$ cat config.mk
export PLATFORM = sky130hd
export DESIGN_NAME = disp_timing_gen
export DESIGN_NICKNAME = d
export VERILOG_FILES = /design/src/rtl/dtg_pkg.sv /design/src/rtl/dtg_regs.sv /design/src/rtl/dtg_axis.sv /design/src/rtl/dtg_irq.sv /design/src/rtl/disp_timing_gen.sv
export SDC_FILE = /design/constraint.sdc
export NUM_CORES = 1
export LEC_CHECK = 0
export BUFFER_PORTS_ARGS = -buffer_cell sky130_fd_sc_hd__buf_2
export CAP_MARGIN = 20
export CORE_MARGIN = 2
export CORE_UTILIZATION = 55
export DETAILED_ROUTE_END_ITERATION = 10
export PLACE_DENSITY = 0.77
export SKIP_LAST_GASP = 1
export SLEW_MARGIN = 20
export SYNTH_ARGS = -nofsm -noshare
export SYNTH_HDL_FRONTEND = slang
export SYNTH_SLANG_ARGS = --single-unit
export TNS_END_PERCENT = 100
$ cat constraint.sdc
create_clock -name clk -period 4.1 [get_ports clk]
set_input_delay 0.615 -clock clk [delete_from_list [all_inputs] [get_ports clk]]
set_output_delay 0.615 -clock clk [all_outputs]
set_load 0.02 [all_outputs]
$ cat src/rtl/dtg_pkg.sv
package dtg_pkg;
  localparam int ADDR_W = 4;
  localparam int NPH    = 4;
  localparam int HBASE  = 4;
  localparam int VBASE  = 8;

  typedef enum logic [1:0] {
    PH_SYNC  = 2'd0,
    PH_BACK  = 2'd1,
    PH_ACT   = 2'd2,
    PH_FRONT = 2'd3
  } phase_e;

  localparam logic [ADDR_W-1:0] A_CTRL = 4'd0;
  localparam logic [ADDR_W-1:0] A_MASK = 4'd1;
  localparam logic [ADDR_W-1:0] A_STAT = 4'd2;
  localparam logic [ADDR_W-1:0] A_POL  = 4'd3;
endpackage

$ cat src/rtl/dtg_regs.sv
module dtg_regs
  import dtg_pkg::*;
#(
  parameter int CNT_W = 12
) (
  input  logic                         clk,
  input  logic                         rst_n,
  input  logic                         we_i,
  input  logic [ADDR_W-1:0]            addr_i,
  input  logic [CNT_W-1:0]             wdata_i,
  input  logic                         load_i,
  input  logic                         stat_i,
  output logic                         run_o,
  output logic [7:0]                   mask_o,
  output logic [2:0]                   pol_o,
  output logic                         clr_o,
  output logic [NPH-1:0][CNT_W-1:0]    h_len_o,
  output logic [NPH-1:0][CNT_W-1:0]    v_len_o,
  output logic [CNT_W-1:0]             rdata_o
);
  logic                      run_q, run_d;
  logic [7:0]                mask_q, mask_d;
  logic [2:0]                pol_q, pol_d;
  logic [NPH-1:0][CNT_W-1:0] h_pend_q, h_pend_d, v_pend_q, v_pend_d;
  logic [NPH-1:0][CNT_W-1:0] h_act_q, h_act_d, v_act_q, v_act_d;

  always_comb begin
    run_d    = run_q;
    mask_d   = mask_q;
    pol_d    = pol_q;
    h_pend_d = h_pend_q;
    v_pend_d = v_pend_q;
    if (we_i) begin
      case (addr_i)
        A_CTRL:  run_d  = wdata_i[0];
        A_MASK:  mask_d = wdata_i[7:0];
        A_POL:   pol_d  = wdata_i[2:0];
        default: ;
      endcase
      for (int p = 0; p < NPH; p++) begin
        if (addr_i == ADDR_W'(HBASE + p)) h_pend_d[p] = wdata_i;
        if (addr_i == ADDR_W'(VBASE + p)) v_pend_d[p] = wdata_i;
      end
    end
  end

  always_comb begin
    h_act_d = h_act_q;
    v_act_d = v_act_q;
    if (load_i) begin
      h_act_d = h_pend_q;
      v_act_d = v_pend_q;
    end
  end

  always_ff @(posedge clk or negedge rst_n) begin
    if (!rst_n) begin
      run_q    <= 1'b0;
      mask_q   <= '0;
      pol_q    <= 3'b111;
      h_pend_q <= '0;
      v_pend_q <= '0;
      h_act_q  <= '0;
      v_act_q  <= '0;
    end else begin
      run_q    <= run_d;
      mask_q   <= mask_d;
      pol_q    <= pol_d;
      h_pend_q <= h_pend_d;
      v_pend_q <= v_pend_d;
      h_act_q  <= h_act_d;
      v_act_q  <= v_act_d;
    end
  end

  always_comb begin
    rdata_o = '0;
    case (addr_i)
      A_CTRL:  rdata_o[0]   = run_q;
      A_MASK:  rdata_o[7:0] = mask_q;
      A_STAT:  rdata_o[0]   = stat_i;
      A_POL:   rdata_o[2:0] = pol_q;
      default: begin
        for (int p = 0; p < NPH; p++) begin
          if (addr_i == ADDR_W'(HBASE + p)) rdata_o = h_pend_q[p];
          if (addr_i == ADDR_W'(VBASE + p)) rdata_o = v_pend_q[p];
        end
      end
    endcase
  end

  assign clr_o   = we_i && (addr_i == A_STAT) && wdata_i[0];
  assign run_o   = run_q;
  assign mask_o  = mask_q;
  assign pol_o   = pol_q;
  assign h_len_o = h_act_q;
  assign v_len_o = v_act_q;


  act_hold_chk: assert property (@(posedge clk) disable iff (!rst_n)
    !load_i |=> ($stable(h_act_q) && $stable(v_act_q)));

  mask_wr_chk: assert property (@(posedge clk) disable iff (!rst_n)
    (we_i && addr_i == A_MASK) |=> (mask_q == $past(wdata_i[7:0])));
endmodule

$ cat src/rtl/dtg_axis.sv
module dtg_axis
  import dtg_pkg::*;
#(
  parameter int CNT_W = 12
) (
  input  logic                      clk,
  input  logic                      rst_n,
  input  logic                      run_i,
  input  logic                      step_i,
  input  logic [NPH-1:0][CNT_W-1:0] len_i,
  output phase_e                    phase_o,
  output logic [CNT_W-1:0]          cnt_o,
  output logic                      wrap_o
);
  phase_e           phase_q, phase_d;
  logic [CNT_W-1:0] cnt_q, cnt_d;
  logic             last;

  assign last   = (cnt_q == len_i[phase_q]);
  assign wrap_o = run_i && step_i && last && (phase_q == PH_FRONT);

  always_comb begin
    phase_d = phase_q;
    cnt_d   = cnt_q;
    if (!run_i) begin
      phase_d = PH_SYNC;
      cnt_d   = '0;
    end else if (step_i) begin
      if (last) begin
        cnt_d   = '0;
        phase_d = phase_e'(phase_q + 2'd1);
      end else begin
        cnt_d = cnt_q + 1'b1;
      end
    end
  end

  always_ff @(posedge clk or negedge rst_n) begin
    if (!rst_n) begin
      phase_q <= PH_SYNC;
      cnt_q   <= '0;
    end else begin
      phase_q <= phase_d;
      cnt_q   <= cnt_d;
    end
  end

  assign phase_o = phase_q;
  assign cnt_o   = cnt_q;


  stop_clear_chk: assert property (@(posedge clk) disable iff (!rst_n)
    !run_i |=> (cnt_q == '0 && phase_q == PH_SYNC));

  cnt_bound_chk: assert property (@(posedge clk) disable iff (!rst_n)
    run_i |-> (cnt_q <= len_i[phase_q]));
endmodule

$ cat src/rtl/dtg_irq.sv
module dtg_irq (
  input  logic clk,
  input  logic rst_n,
  input  logic set_i,
  input  logic clr_i,
  input  logic en_i,
  output logic stat_o,
  output logic irq_o
);
  logic stat_q, stat_d;

  always_comb begin
    stat_d = stat_q;
    if (set_i)      stat_d = 1'b1;
    else if (clr_i) stat_d = 1'b0;
  end

  always_ff @(posedge clk or negedge rst_n) begin
    if (!rst_n) stat_q <= 1'b0;
    else        stat_q <= stat_d;
  end

  assign stat_o = stat_q;
  assign irq_o  = stat_q & en_i;


  stat_rise_chk: assert property (@(posedge clk) disable iff (!rst_n)
    $rose(stat_q) |-> $past(set_i));

  stat_hold_chk: assert property (@(posedge clk) disable iff (!rst_n)
    (stat_q && !clr_i) |=> stat_q);
endmodule

$ cat src/rtl/disp_timing_gen.sv
module disp_timing_gen
  import dtg_pkg::*;
#(
  parameter int CNT_W = 12
) (
  input  logic              clk,
  input  logic              rst_n,
  input  logic              reg_we,
  input  logic [3:0]        reg_addr,
  input  logic [CNT_W-1:0]  reg_wdata,
  output logic [CNT_W-1:0]  reg_rdata,
  output logic              hsync,
  output logic              vsync,
  output logic              de,
  output logic [CNT_W-1:0]  pos_x,
  output logic [CNT_W-1:0]  pos_y,
  output logic              vsync_irq
);
  logic                      run, clr, stat, line_end, frame_end, load, vstart;
  logic [7:0]                mask;
  logic [2:0]                pol;
  logic [NPH-1:0][CNT_W-1:0] h_len, v_len;
  phase_e                    h_ph, v_ph;
  logic [CNT_W-1:0]          h_cnt, v_cnt;
  logic                      hs_raw, vs_raw, de_raw;

  assign load = !run || frame_end;

  dtg_regs #(.CNT_W(CNT_W)) u_regs (
    .clk(clk), .rst_n(rst_n), .we_i(reg_we), .addr_i(reg_addr),
    .wdata_i(reg_wdata), .load_i(load), .stat_i(stat), .run_o(run),
    .mask_o(mask), .pol_o(pol), .clr_o(clr), .h_len_o(h_len),
    .v_len_o(v_len), .rdata_o(reg_rdata)
  );

  dtg_axis #(.CNT_W(CNT_W)) u_hax (
    .clk(clk), .rst_n(rst_n), .run_i(run), .step_i(1'b1), .len_i(h_len),
    .phase_o(h_ph), .cnt_o(h_cnt), .wrap_o(line_end)
  );

  dtg_axis #(.CNT_W(CNT_W)) u_vax (
    .clk(clk), .rst_n(rst_n), .run_i(run), .step_i(line_end), .len_i(v_len),
    .phase_o(v_ph), .cnt_o(v_cnt), .wrap_o(frame_end)
  );

  assign vstart = run && (h_ph == PH_SYNC) && (h_cnt == '0)
                      && (v_ph == PH_SYNC) && (v_cnt == '0);

  dtg_irq u_irq (
    .clk(clk), .rst_n(rst_n), .set_i(vstart), .clr_i(clr), .en_i(mask[0]),
    .stat_o(stat), .irq_o(vsync_irq)
  );

  assign hs_raw = run && (h_ph == PH_SYNC);
  assign vs_raw = run && (v_ph == PH_SYNC);
  assign de_raw = run && (h_ph == PH_ACT) && (v_ph == PH_ACT);

  assign hsync = pol[0] ? hs_raw : !hs_raw;
  assign vsync = pol[1] ? vs_raw : !vs_raw;
  assign de    = pol[2] ? de_raw : !de_raw;
  assign pos_x = de_raw ? h_cnt : '0;
  assign pos_y = (run && v_ph == PH_ACT) ? v_cnt : '0;


  idle_pos_chk: assert property (@(posedge clk) disable iff (!rst_n)
    !run |-> (pos_x == '0 && pos_y == '0 && !de_raw));

  start_sync_chk: assert property (@(posedge clk) disable iff (!rst_n)
    $rose(run) |-> (hs_raw && vs_raw && vstart));

  frame_wrap_chk: assert property (@(posedge clk) disable iff (!rst_n)
    (frame_end && !(reg_we && reg_addr == A_CTRL && !reg_wdata[0])) |=> vstart);
endmodule

==> summary.md, run 1 <==
| Metric | Value |
|---|---|
| Post-synth top cells | dfrtp_1 (230), mux2_2 (167), nor2_1 (47) |
| CTS tree | done |
| Critical Path AT | 2.89 ns |
| Synth Instances | 891 |
| Routed len/inst | 22.67 µm |
| Util after Layout | 61.27% |
| Final HPWL DP | 19070 µm |
| Most frequent cell after synthesis | dfrtp_1 |
| VDD IR max | 312.1 µV |
| Final Hold Vio Count | 0 |
| Status | complete, no violations |
| Clock latency on the worst-skew pair | 0.52 ns |
| CORE AREA | 0.02082 mm² |
| Period utilisation layout | 85.42% |
| Largest net degree at the start of global routing | 89 |
| Pwr dens | 582.2 mW/mm² |
| RSZ-0062 raised after global routing | false |
| Hold WS | 0.06650 ns |
| Grt ovf | 0 |
| Drt pass-1 iters | 8 |
| Nets | 964 |
| Critical-path top delay cell | nor2_1 |
| GR Util All Layers | 26.03% |
| Initial core utilization | 55.46% |
| Row cnt | 53 |
| HP Class | in2async |
| FMAX | 285.5 MHz |
| Port buffer count | 58 |
| Slew margin rel. | 27.01% |
| CP required | 3.48 ns |
| Fin cells | 1225 |
| CP dominant cell by count | buf_2 |
| Final worst path period need | 3.502 ns |
| Synth area leaders | dfrtp_1 (50%), mux2_2 (16%), mux2_4 (5.2%) |
| Die W | 148.9 µm |
| Hold_buf cts | 0 |
| Max Fanout on Critical Path | 12 |
| # DRC | 0 |
| Clock slew at reported path FFs | 0.06 ns |
| Die ar. | 0.02217 mm² |
| Post-route ant nets | 0 |
| Layout area overhead | 10.48% |
| Post-synthesis register bit count | 233 |
| Sequential share of the synthesized area | 50.52% |
| Clock Sinks | 233 |
| CP Cell Sequence | buf_2 > buf_4 > nand2_1 > nor2_1 > a22oi_1 > a31oi_1 > buf_2 |
| Fill count | 1626 |
| Final Setup Violations | 0 |
| Critical path's largest stage delay | 0.64 ns |
| Setup TNS | 0 ns |
| Final Slew Violations | 0 |
| Vias in the first global route | 7560 |
| Top-area cell type share of the netlist area | 49.84% |
| Mean Syn Cell Area | 12.96 µm² |
| Initial antenna violation count | 0 |
| Commonest register cell after synthesis | dfrtp_1 |
| Post-CTS resize count | 0 |
| Ant diodes | 0 |
| CP Class | in2out |
| Synthesized cell area | 0.01155 mm² |
| DR vias/cell | 6.180 |
| Post-CTS setup buffers | 0 |
| Clock Skew | 0.008596 ns |
| Total Routed Length | 27770 µm |
| Post-Syn Nets | 920 |
| # IOs | 59 |
| Gpl congestion | 0.8817 |
| Tightest Pin Transition | 1.091 ns |
| Yosys cell types | 59 |
| CP startpoint kind | primary input |
| Global-route wire length before repair | 44330 µm |
| Synth area leader | dfrtp_1 |
| Via count | 7570 |
| Finished Cell Area | 0.01276 mm² |
| Post-DP Area | 0.01200 mm² |
| Placed cells | 1183 |
| H-Tree Level Count | 1 |
| Initial drt markers | 612 |
| Setup crit end kind | output pin |
| TritonCTS Buffers | 25 |
| Die Ht | 148.9 µm |
| Root buffer cell | clkbuf_16 |
| Syn. warnings | 0 |
| Max clock buf depth | 3 |
| Async set-reset flop share out of synthesis | 100.0% |
| Post-synth EDFFs | 0 |
| Leakage power | 5.664 nW |
| Max-Cap Viols | 0 |
| Share of cells above drive strength 1 | 36.53% |
-- worst paths after layout --
check | start | to | slack, ns | cells after the start
worst max-delay path | reg_addr[1] | reg_rdata[11] | 0.60 | 7
worst min-delay path | rst_n | u_vax.cnt_o[2] | 0.07 | 1
worst max register to register | u_hax.phase_o[0] | u_regs.h_len_o[37] | 0.66 | 8
worst min register to register | u_regs.h_len_o[33] | u_regs.h_len_o[33] | 0.50 | 1
max in group asynchronous | rst_n | u_regs.h_len_o[14] | 3.02 | 2
min in group clk | reg_wdata[10] | u_regs.h_pend_q[34] | 0.46 | 2
-- routing by layer --
layer,track usage [%],share of wire (%),vias up
met3,5.046,7.2,53
met2,39.63,46,281
met4,8.524,3.3,0
met5,0,0,-
li1,-,-,3335
met1,37.96,43,3901
-- area by class of cell --
| class | instances | area, µm² | share of cell area, % |
|---|---|---|---|
| timing repair buffer | 76 | 460.4 | 3.609 |
| inverter | 14 | 52.55 | 0.4119 |
| clock inverter | 2 | 13.76 | 0.1079 |
| multi-input combinational | 585 | 5311 | 41.63 |
| tap | 275 | 344.1 | 2.697 |
| clock buffer | 40 | 742.0 | 5.815 |
| sequential | 233 | 5834 | 45.73 |
-- worst max-delay path, delay by kind of cell --
family | cells | cell delay, ns
buffers and inverters | 3 | 0.78
and+or+nand+nor | 2 | 0.85
AOI/OAI and AO/OA | 2 | 0.64
-- sequential cells by signal (all words and copies together), names as in the netlist --
| signal | cells |
|---|---|
| u_regs.v_pend_q | 48 |
| u_regs.run_o | 1 |
| u_hax.phase_o | 2 |
| u_regs.h_len_o | 48 |
| u_regs.pol_o | 3 |
| u_hax.cnt_o | 12 |
| u_regs.h_pend_q | 48 |
| u_irq.stat_o | 1 |
| u_regs.v_len_o | 48 |
| u_vax.cnt_o | 12 |
| u_vax.phase_o | 2 |
| u_regs.mask_o | 8 |
-- through the flow --
step	total power, mW	setup slack [ns]
floorplan	4.817	1.337
global placement	5.235	0.8010
detailed placement	5.320	0.7165
CTS	7.450	0.6643
global route	7.783	0.4538
finish	7.429	0.5979
-- logic make-up after synthesis --
family | Yosys count | synth area share, %
and+or+nand+nor | 194 | 9.177
xor gates and xnor gates | 39 | 3.023
DFF | 233 | 50.52
muxes | 243 | 26.88
buffers and inverters | 73 | 3.564
AOI/OAI and AO/OA | 99 | 5.753
adders and majority gates | 10 | 1.083
-- power by group --
group	total [mW]	switching [mW]	leakage (nW)	internal, mW
logic	1.83	0.795	2.40	1.04
registers	3.49	0.507	2.90	2.98
clock network	2.11	0.883	0.370	1.23
total	7.43	2.18	5.66	5.24
-- layout by cell type (no fill, tap or decap), types with 7 or more instances in the layout --
cell type / instances
o22ai_1: 7
nor2_1: 47
mux2_4: 40
clkbuf_16: 25
mux2i_1: 15
o21ai_0: 14
buf_4: 16
a22oi_1: 11
dfrtp_1: 230
ha_1: 10
nand2_1: 36
mux4_2: 21
and2_1: 16
xor2_1: 11
inv_1: 14
mux2_2: 167
a21oi_1: 27
clkbuf_1: 9
and3_1: 23
nand3_1: 22
nand4b_1: 7
buf_2: 57
xnor2_1: 27
Power figures use the tool's default switching activity.
==> inputs of run 2 (changes only) <==
--- a/config.mk
+++ b/config.mk
@@ -15,5 +15,6 @@
 export SLEW_MARGIN = 20
 export SYNTH_ARGS = -nofsm -noshare
 export SYNTH_HDL_FRONTEND = slang
+export SYNTH_HIERARCHICAL = 1
 export SYNTH_SLANG_ARGS = --single-unit
 export TNS_END_PERCENT = 100
==> summary.md, run 2 <==
| Metric | Value |
|---|---|
| Status | complete, no violations |
| Setup crit end kind | register |
| DR vias/cell | 6.292 |
| Synth area leader | dfrtp_1 |
| Via count | 8041 |
| Share of cells above drive strength 1 | 36.87% |
| CP Class | reg2reg |
| CORE AREA | 0.02169 mm² |
| TritonCTS Buffers | 24 |
| Synth Area in Simple Gates | 11.72% |
| Period utilisation layout | 84.48% |
| Finished Cell Area | 0.01330 mm² |
| Clock slew at reported path FFs | 0.06 ns |
| Nets | 1003 |
| HP Class | in2async |
| Initial core utilization | 55.55% |
| Critical-path top delay cell | mux4_2 |
| Initial drt markers | 648 |
| Async set-reset flop share out of synthesis | 100.0% |
| Final Slew Violations | 0 |
| Post-CTS resize count | 0 |
| Synthesized cell area | 0.01205 mm² |
| Drt pass-1 iters | 5 |
| Top-area cell type share of the netlist area | 47.77% |
| Initial antenna violation count | 0 |
| Root buffer cell | clkbuf_16 |
| Post-route ant nets | 0 |
| Port buffer count | 58 |
| Clock Sinks | 233 |
| Largest net degree at the start of global routing | 127 |
| CP startpoint kind | register |
| Most frequent cells in the layout | dfrtp_1 (230), mux2_2 (174), buf_2 (57), nand2_1 (37), o21ai_0 (33) |
| VDD IR max | 397.9 µV |
| Post-DP Area | 0.01248 mm² |
| Gpl congestion | 0.8901 |
| Commonest register cell after synthesis | dfrtp_1 |
| # DRC | 0 |
| Final worst path period need | 3.464 ns |
| Hold_buf cts | 0 |
| CP required | 4.49 ns |
| # IOs | 59 |
| FMAX | 288.7 MHz |
| CP Cell Sequence | buf_4 > mux4_2 > xnor2_1 > nand4_2 > nor4_2 > and4_1 > or2b_4 > buf_12 > mux2_2 |
| Post-Synth XOR/XNOR Area | 3.251% |
| Complex-gate fraction of the synthesized area | 7.529% |
| Sequential share of the synthesized area | 48.43% |
| Pwr dens | 534.0 mW/mm² |
| Yosys cell types | 71 |
| Clock Skew | 0.01089 ns |
| Global-route wire length before repair | 46090 µm |
| Die Ht | 152.0 µm |
| Mean Syn Cell Area | 12.82 µm² |
| Placed cells | 1234 |
| Clock latency on the worst-skew pair | 0.52 ns |
| Post-synth EDFFs | 0 |
| Row cnt | 54 |
| Post-synthesis mux area share | 24.71% |
| Die W | 152.0 µm |
| Post-synth top cells | dfrtp_1 (230), mux2_2 (174), nand2_1 (37) |
| Total Routed Length | 28980 µm |
| H-Tree Level Count | 1 |
| Max-Cap Viols | 0 |
| Final Setup Violations | 0 |
| Max Fanout on Critical Path | 50 |
| Fin cells | 1278 |
| Synth Instances | 940 |
| Critical path's largest stage delay | 0.63 ns |
| Setup TNS | 0 ns |
| Most frequent cell after synthesis | dfrtp_1 |
| Post-synthesis register bit count | 233 |
| CTS tree | done |
| Max clock buf depth | 3 |
| Fill count | 1711 |
| GR Util All Layers | 25.17% |
| Critical Path AT | 3.85 ns |
| Final HPWL DP | 19890 µm |
| Slew margin rel. | 37.60% |
| Post-CTS setup buffers | 0 |
| Total chip power | 7.101 mW |
| Vias in the first global route | 8043 |
| Leakage power | 5.684 nW |
| Tightest Pin Transition | 0.9359 ns |
| Die ar. | 0.02311 mm² |
| Adder-cell share of the synthesized area | 0.4154% |
| Main combinational cell family by area after synthesis | multiplexers |
| Grt ovf | 0 |
| Commonest non-fill, non-tap cell in the layout | dfrtp_1 |
| Syn. warnings | 6 |
| Ant diodes | 0 |
| Routed len/inst | 22.67 µm |
| Synth area leaders | dfrtp_1 (48%), mux2_2 (16%), mux4_2 (4.5%) |
| Final Hold Vio Count | 0 |
| RSZ-0062 raised after global routing | false |
| Layout area overhead | 10.38% |
## run 2: changes by cell type in the layout (fill, tap and decap cells not counted), moves of 8 or more
cell     delta
mux2_1     +29
nor3b_1    +21
o21ai_0    +19
mux2_4     -40
nor2_1     -27
and3_1      -8
## run 2: final cells by class
cell class	instances	area, µm²	area share, %
inverter	11	41.29	0.3105
tap	280	350.3	2.635
sequential	233	5834	43.87
timing repair buffer	76	498.0	3.745
clock buffer	38	734.5	5.523
multi-input combinational	634	5757	43.29
clock inverter	6	82.58	0.6210
## run 2: cells by family after synthesis
logic type,after synthesis
fa+ha+maj,4
compound gates,124
mux,242
simple gates,217
other cells,1
flops,233
xor+xnor,43
buf+inv,76
## run 2: path summary, 6_finish.rpt
path | from | endpoint | slack (ns) | cells past startpoint
setup / recovery | u_vax/phase_o[0] | u_regs/h_len_o[30] | 0.64 | 9
hold / removal | rst_n | u_hax/cnt_o[4] | 0.20 | 1
setup reg to reg | u_vax/phase_o[0] | u_regs/h_len_o[30] | 0.64 | 9
hold reg to reg | u_regs/h_len_o[28] | u_regs/h_len_o[28] | 0.50 | 1
max in group asynchronous | rst_n | u_regs/v_len_o[27] | 2.90 | 2
min in group clk | reg_wdata[10] | u_regs/v_pend_q[10] | 0.45 | 2
## run 2: metal layers
layer | track usage [%] | routed length [µm]
met1 | 35.23 | 12400
met2 | 40.97 | 13710
met3 | 3.309 | 1605
met4 | 8.634 | 1264
met5 | 0 | 0
## run 2: report_power, final
part	total, mW	internal [mW]	switching (mW)
Combinational	1.51	0.827	0.682
Clock	2.24	1.35	0.886
Sequential	3.35	2.90	0.450
## run 2: through the flow
stage               hold WS, ns  util [%]  setup WS [ns]
CTS                      0.2337     61.31         0.6280
detailed placement       0.4922     57.55         0.6399
finish                   0.1970     61.31         0.6364
global route             0.2578     61.31         0.4282
global placement         0.4846     57.55         0.6726
floorplan                0.3194         -         0.3221
## run 2: worst max-delay path, delay by kind of cell (launching register included)
family,cells,cell delay (ns)
buffers and inverters,2,0.57
flip-flops,1,0.32
multiplexers,2,1.01
XOR/XNOR,1,0.22
AND/OR/NAND/NOR,4,1.17
